`src/rtl/gpio_prot_pkg.sv`:
```
package gpio_prot_pkg;
    localparam int unsigned ADDR_W = 12;
    localparam int unsigned DATA_W = 32;

    localparam logic [ADDR_W-1:0] OFS_DIR    = 12'h100;
    localparam logic [ADDR_W-1:0] OFS_DEN    = 12'h104;
    localparam logic [ADDR_W-1:0] OFS_PUP    = 12'h108;
    localparam logic [ADDR_W-1:0] OFS_PDN    = 12'h10C;
    localparam logic [ADDR_W-1:0] OFS_LOCK   = 12'h520;
    localparam logic [ADDR_W-1:0] OFS_COMMIT = 12'h524;

    localparam logic [DATA_W-1:0] UNLOCK_KEY = 32'h4C4F_434B;
    localparam logic [DATA_W-1:0] RD_LOCKED  = 32'h0000_0001;
    localparam logic [DATA_W-1:0] RD_OPEN    = 32'h0000_0000;

    typedef enum logic {
        PORT_LOCKED = 1'b0,
        PORT_OPEN   = 1'b1
    } port_state_e;
endpackage

```
`src/rtl/gpio_prot_lock.sv`:
```
module gpio_prot_lock
    import gpio_prot_pkg::*;
(
    input  logic              clk,
    input  logic              rst_n,
    input  logic              lock_wr,
    input  logic [DATA_W-1:0] wdata,
    output logic              port_open
);
    typedef struct packed {
        port_state_e state;
    } lock_st_t;

    lock_st_t st_d, st_q;

    always_comb begin
        st_d = st_q;
        if (lock_wr) begin
            st_d.state = (wdata == UNLOCK_KEY) ? PORT_OPEN : PORT_LOCKED;
        end
    end

    always_ff @(posedge clk or negedge rst_n) begin
        if (!rst_n) begin
            st_q <= '{state: PORT_LOCKED};
        end else begin
            st_q <= st_d;
        end
    end

    assign port_open = (st_q.state == PORT_OPEN);
endmodule

```
`src/rtl/gpio_prot_commit.sv`:
```
module gpio_prot_commit #(
    parameter int unsigned NPINS = 8,
    parameter logic [NPINS-1:0] PROT_MASK = 1
) (
    input  logic             clk,
    input  logic             rst_n,
    input  logic             commit_wr,
    input  logic             port_open,
    input  logic [NPINS-1:0] wdata,
    output logic [NPINS-1:0] commit
);
    localparam logic [NPINS-1:0] COMMIT_RST = ~PROT_MASK;

    typedef struct packed {
        logic [NPINS-1:0] bits;
    } commit_st_t;

    commit_st_t st_d, st_q;

    always_comb begin
        st_d = st_q;
        if (commit_wr && port_open) begin
            st_d.bits = wdata;
        end
    end

    always_ff @(posedge clk or negedge rst_n) begin
        if (!rst_n) begin
            st_q <= '{bits: COMMIT_RST};
        end else begin
            st_q <= st_d;
        end
    end

    assign commit = st_q.bits;
endmodule

```
`src/rtl/gpio_prot_cfg_bank.sv`:
```
module gpio_prot_cfg_bank #(
    parameter int unsigned NPINS = 8
) (
    input  logic             clk,
    input  logic             rst_n,
    input  logic             dir_wr,
    input  logic             den_wr,
    input  logic             pup_wr,
    input  logic             pdn_wr,
    input  logic [NPINS-1:0] wdata,
    input  logic [NPINS-1:0] commit,
    output logic [NPINS-1:0] dir,
    output logic [NPINS-1:0] den,
    output logic [NPINS-1:0] pup,
    output logic [NPINS-1:0] pdn
);
    typedef struct packed {
        logic [NPINS-1:0] dir;
        logic [NPINS-1:0] den;
        logic [NPINS-1:0] pup;
        logic [NPINS-1:0] pdn;
    } cfg_st_t;

    cfg_st_t st_d, st_q;
    logic [NPINS-1:0] set_bits;

    always_comb begin
        st_d     = st_q;
        set_bits = wdata & commit;
        for (int p = 0; p < int'(NPINS); p++) begin
            if (commit[p]) begin
                if (dir_wr) st_d.dir[p] = wdata[p];
                if (den_wr) st_d.den[p] = wdata[p];
                if (pup_wr) begin
                    st_d.pup[p] = wdata[p];
                    if (set_bits[p]) st_d.pdn[p] = 1'b0;
                end
                if (pdn_wr) begin
                    st_d.pdn[p] = wdata[p];
                    if (set_bits[p]) st_d.pup[p] = 1'b0;
                end
            end
        end
    end

    always_ff @(posedge clk or negedge rst_n) begin
        if (!rst_n) begin
            st_q <= '0;
        end else begin
            st_q <= st_d;
        end
    end

    assign dir = st_q.dir;
    assign den = st_q.den;
    assign pup = st_q.pup;
    assign pdn = st_q.pdn;
endmodule

```
`src/rtl/gpio_cfg_guard.sv`:
```
module gpio_cfg_guard
    import gpio_prot_pkg::*;
#(
    parameter int unsigned NPINS = 8,
    parameter logic [NPINS-1:0] PROT_MASK = 1
) (
    input  logic              clk,
    input  logic              rst_n,
    input  logic              bus_wr,
    input  logic [ADDR_W-1:0] bus_addr,
    input  logic [DATA_W-1:0] bus_wdata,
    output logic [DATA_W-1:0] bus_rdata,
    output logic [NPINS-1:0]  cfg_dir,
    output logic [NPINS-1:0]  cfg_den,
    output logic [NPINS-1:0]  cfg_pullup,
    output logic [NPINS-1:0]  cfg_pulldown
);
    localparam int unsigned PAD_W = DATA_W - NPINS;

    logic             lock_wr, commit_wr, dir_wr, den_wr, pup_wr, pdn_wr;
    logic             port_open;
    logic [NPINS-1:0] commit_q;

    always_comb begin
        lock_wr   = bus_wr && (bus_addr == OFS_LOCK);
        commit_wr = bus_wr && (bus_addr == OFS_COMMIT);
        dir_wr    = bus_wr && (bus_addr == OFS_DIR);
        den_wr    = bus_wr && (bus_addr == OFS_DEN);
        pup_wr    = bus_wr && (bus_addr == OFS_PUP);
        pdn_wr    = bus_wr && (bus_addr == OFS_PDN);
    end

    gpio_prot_lock u_lock (
        .clk       (clk),
        .rst_n     (rst_n),
        .lock_wr   (lock_wr),
        .wdata     (bus_wdata),
        .port_open (port_open)
    );

    gpio_prot_commit #(
        .NPINS     (NPINS),
        .PROT_MASK (PROT_MASK)
    ) u_commit (
        .clk       (clk),
        .rst_n     (rst_n),
        .commit_wr (commit_wr),
        .port_open (port_open),
        .wdata     (bus_wdata[NPINS-1:0]),
        .commit    (commit_q)
    );

    gpio_prot_cfg_bank #(
        .NPINS (NPINS)
    ) u_bank (
        .clk    (clk),
        .rst_n  (rst_n),
        .dir_wr (dir_wr),
        .den_wr (den_wr),
        .pup_wr (pup_wr),
        .pdn_wr (pdn_wr),
        .wdata  (bus_wdata[NPINS-1:0]),
        .commit (commit_q),
        .dir    (cfg_dir),
        .den    (cfg_den),
        .pup    (cfg_pullup),
        .pdn    (cfg_pulldown)
    );

    always_comb begin
        unique case (bus_addr)
            OFS_LOCK:   bus_rdata = port_open ? RD_OPEN : RD_LOCKED;
            OFS_COMMIT: bus_rdata = {{PAD_W{1'b0}}, commit_q};
            OFS_DIR:    bus_rdata = {{PAD_W{1'b0}}, cfg_dir};
            OFS_DEN:    bus_rdata = {{PAD_W{1'b0}}, cfg_den};
            OFS_PUP:    bus_rdata = {{PAD_W{1'b0}}, cfg_pullup};
            OFS_PDN:    bus_rdata = {{PAD_W{1'b0}}, cfg_pulldown};
            default:    bus_rdata = '0;
        endcase
    end
endmodule

```
`config.mk`:
```
export PLATFORM = sky130hd
export DESIGN_NAME = gpio_cfg_guard
export DESIGN_NICKNAME = d
export VERILOG_FILES = /design/src/rtl/gpio_prot_pkg.sv /design/src/rtl/gpio_prot_lock.sv /design/src/rtl/gpio_prot_commit.sv /design/src/rtl/gpio_prot_cfg_bank.sv /design/src/rtl/gpio_cfg_guard.sv
export SDC_FILE = /design/constraint.sdc
export NUM_CORES = 1
export LEC_CHECK = 0
export BUFFER_PORTS_ARGS = -buffer_cell sky130_fd_sc_hd__clkbuf_2
export CAP_MARGIN = 40
export CELL_PAD_IN_SITES_DETAIL_PLACEMENT = 0
export CELL_PAD_IN_SITES_GLOBAL_PLACEMENT = 1
export CORE_AREA = 3 3 104 106
export DETAILED_ROUTE_END_ITERATION = 16
export DIE_AREA = 0 0 107 109
export PLACE_DENSITY = 0.57
export SETUP_SLACK_MARGIN = 0.2
export SLEW_MARGIN = 20
export SYNTH_ARGS = -nofsm -noshare
export SYNTH_HDL_FRONTEND = slang
export SYNTH_SLANG_ARGS = --single-unit
```
`constraint.sdc`:
```
create_clock -name clk -period 1.99 [get_ports clk]
set_clock_uncertainty 0.2 [all_clocks]
set_input_delay 0.0995 -clock clk [delete_from_list [all_inputs] [get_ports clk]]
set_output_delay 0.0995 -clock clk [all_outputs]
set_load 0.005 [all_outputs]
```
==> metrics <==
CTS clock-pin slew for the worst setup and hold paths 0.09 ns; CTS Sinks 41; highest net fanout along the worst path 2; latest clock arrival within the worst-skew pair approximately 0.29 ns; CP Launch Type flip-flop; Comb pwr share between 10% and 20%; most common cell after layout, fill and taps aside clkbuf_2; Yosys top cell area share between 30 and 40%; fin nets 426; DIE HEIGHT around 110 um; Final Hold Vio Count 0; DR DRC count 0; first-pass GRT wire length roughly 12000 um; Clock Path Buffers 2; Slew @ Worst Pin about 0.53 ns; largest area contributor in the netlist dfrtp_1; Syn Area/Cell 10.9 um^2; total gr overflow 0; H-tree depth 2; EDFF count, synth 0; worst path cell trace mux4_2, a32o_2, clkbuf_2; CP max-delay cell mux4_2; power density over the cells about 460 nW/um^2; routed len/inst ~16 um; Clock power frac between 40% and 50%; max incr delay on CP about 0.47 ns; status completed; RSZ-0062 raised after global routing true; top routing layer used met4; # Max-Cap Violations 0; Post-Synthesis Cells between 200 and 250; Final ANT Viol Nets 0; Layout Cell Area excl Fill approximately 3700 um^2; multiplexer area fraction after synthesis approximately a fifth; drt first pass iters 4; critical path class reg -> out; initial antenna violation count 0; Arr. time, crit path roughly 1.5 ns; Compound-Gate Fraction of Synth Area a little over an eighth; CTS Buf Count 5; #FFs+latches synth 41; Via Count 2349; die area roughly 12000 um^2; floorplan core area a little under 10000 um^2; routed vias/inst about 4.6; layout cells sized above 1 about three fifths; clock root buffer clkbuf_8; Int Pwr roughly 1.3 mW; sequential power share 48.4%; overall power about 1.7 mW; Synth Flop Type dfrtp_1; # rows 36; Post-Route WL 8170 um; Final Max Slew Viols 0; Met1 Wirelength 3720 um; Area Overhead vs Synth 50.2%; post-synthesis xor/xnor area fraction 0%; WL met2 ~3900 um; Placer Congestion ~0.74; P_leak 1.83 nW; sw frac a little under a quarter; HPWL Detailed roughly 5800 um; min Tclk post-route between 1.5 and 2 ns; n_diodes 0; Simple-Gate Fraction of Synth Area around 16%; asr flop ratio synth 100%; fill count 1000; crit path buf inv count 1; CP required around 1.7 ns; fmax roughly 0.55 GHz; net switching power 397 uW; Area contributors post-synth dfrtp_1, mux2_2, buf_4; Starting Density 25.1%; GRT Resource Usage Total between 10% and 20%; Syn. warnings 0; I/O pin count roughly 110; vias in the first global route 2436; IO buf count 86; Final Cycle Share 91.9%; crit end category primary output; CTS tree built; routed wl met3 ~450 um; sequential area share after synthesis a little over two fifths; Synth Cell Area around 2500 um^2; most frequent cells in the layout clkbuf_2, buf_4, dfrtp_1; Iteration-0 DRC Markers around 70; Post-Synth Adder-Cell Area 0%; Hold WC Path Type in -> reg; Die W between 100 and 150 um; Post-DP Area approximately 3100 um^2; Slew HR 64.9%; CP top delay family multiplexers; largest net degree at the start of global routing 28; main combinational cell family by area after synthesis multiplexers; # setup viols final 0; Synth cell types 39; Worst VDD drop around 240 uV
==> worst min-delay path, stage by stage <==
cell and delay, ns:
clkbuf_2 0.13, buf_12 0.20, o21ai_1 0.09
==> repair_timing <==
| action | 4_1_cts | 5_1_grt |
|---|---|---|
| setup buffers | 29 | 11 |
| resized for setup | 9 | 34 |
| pin swaps | 8 | 11 |
| hold buffers | 9 | 0 |
| cloned | 0 | 1 |
| endpoints found under the setup margin | 8 | 33 |
| endpoints found under the hold margin | 57 | 0 |
==> registers in the layout, indices dropped and copies added, names as in the netlist <==
name	cells
u_lock.port_open	1
u_bank.pup	8
u_bank.den	8
u_bank.pdn	8
u_bank.dir	8
u_commit.commit	8
==> cell usage after synthesis (2+ instances only) <==
master,n
nand3_1,8
dfstp_2,7
mux4_2,8
buf_2,2
clkbuf_1,3
nand4_1,3
or3b_2,2
or2_2,2
o21ai_1,19
nand2_1,20
buf_4,25
nor4_1,3
mux2_2,24
a32o_1,6
nor2_1,5
o21ai_0,29
a22oi_1,2
buf_6,3
dfrtp_1,34
nor4_4,3
==> metal layers <==
layer,track usage (%),up-vias
met1,17.3,1156
met4,2.47,0
li1,-,1109
met2,23.5,78
met5,0,-
met3,2.55,6
==> path summary, 6_finish.rpt <==
path / startpoint / end / slack, ns / depth (start not counted)
max: u_bank.pup[1] / bus_rdata[1] / 0.16 / 3
min: bus_addr[2] / u_bank.pup[3] / 0.07 / 3
max reg2reg: u_commit.commit[1] / u_bank.dir[1] / 0.68 / 2
min reg2reg: u_bank.dir[1] / u_bank.dir[1] / 0.32 / 1
max in group asynchronous: rst_n / u_commit.commit[7] / 0.84 / 3
min in group asynchronous: rst_n / u_bank.pup[2] / 0.10 / 2
==> power by group through the flow <==
stage,clock (mW),sequential (mW),combinational (mW)
final,0.696,0.833,0.193
after CTS,0.716,0.833,0.183
after global placement,0,0.849,0.164
after floorplan,0,0.849,0.0946
after detailed placement,0,0.849,0.165
after global routing,0.751,0.833,0.214
==> cell type report <==
type                    count  area [um^2]  area share [%]
clock buffers               7         86.3            2.32
flip-flops and latches     41         1030            27.8
multi-input cells         175         1390            37.4
clock inverters             1         30.0           0.806
inverters                   1         3.75           0.101
well taps                 133          166            4.47
repair buffers            155         1010            27.1
==> per-stage QoR <==
step | hold WS [ns] | std cells | utilization [%] | TNS (ns) | setup WS, ns
floorplan | -0.396 | 250 | - | 0 | 0.0655
global placement | -0.0955 | 455 | 31.3 | -0.202 | -0.0567
detailed placement | -0.104 | 455 | 31.3 | -0.131 | -0.0430
CTS | 0.0588 | 501 | 35.9 | 0 | 0.149
global route | 0.0791 | 513 | 37.7 | 0 | 0.121
finish | 0.0652 | 513 | 37.7 | 0 | 0.162
==> cells by family after synthesis <==
| logic type | after synthesis |
|---|---|
| AND/OR/NAND/NOR | 60 |
| AO/OA/AOI/OAI | 57 |
| flip-flops | 41 |
| buffers and inverters | 35 |
| multiplexers | 33 |
| other | 1 |
No activity file was read; power rests on OpenSTA's default activity.
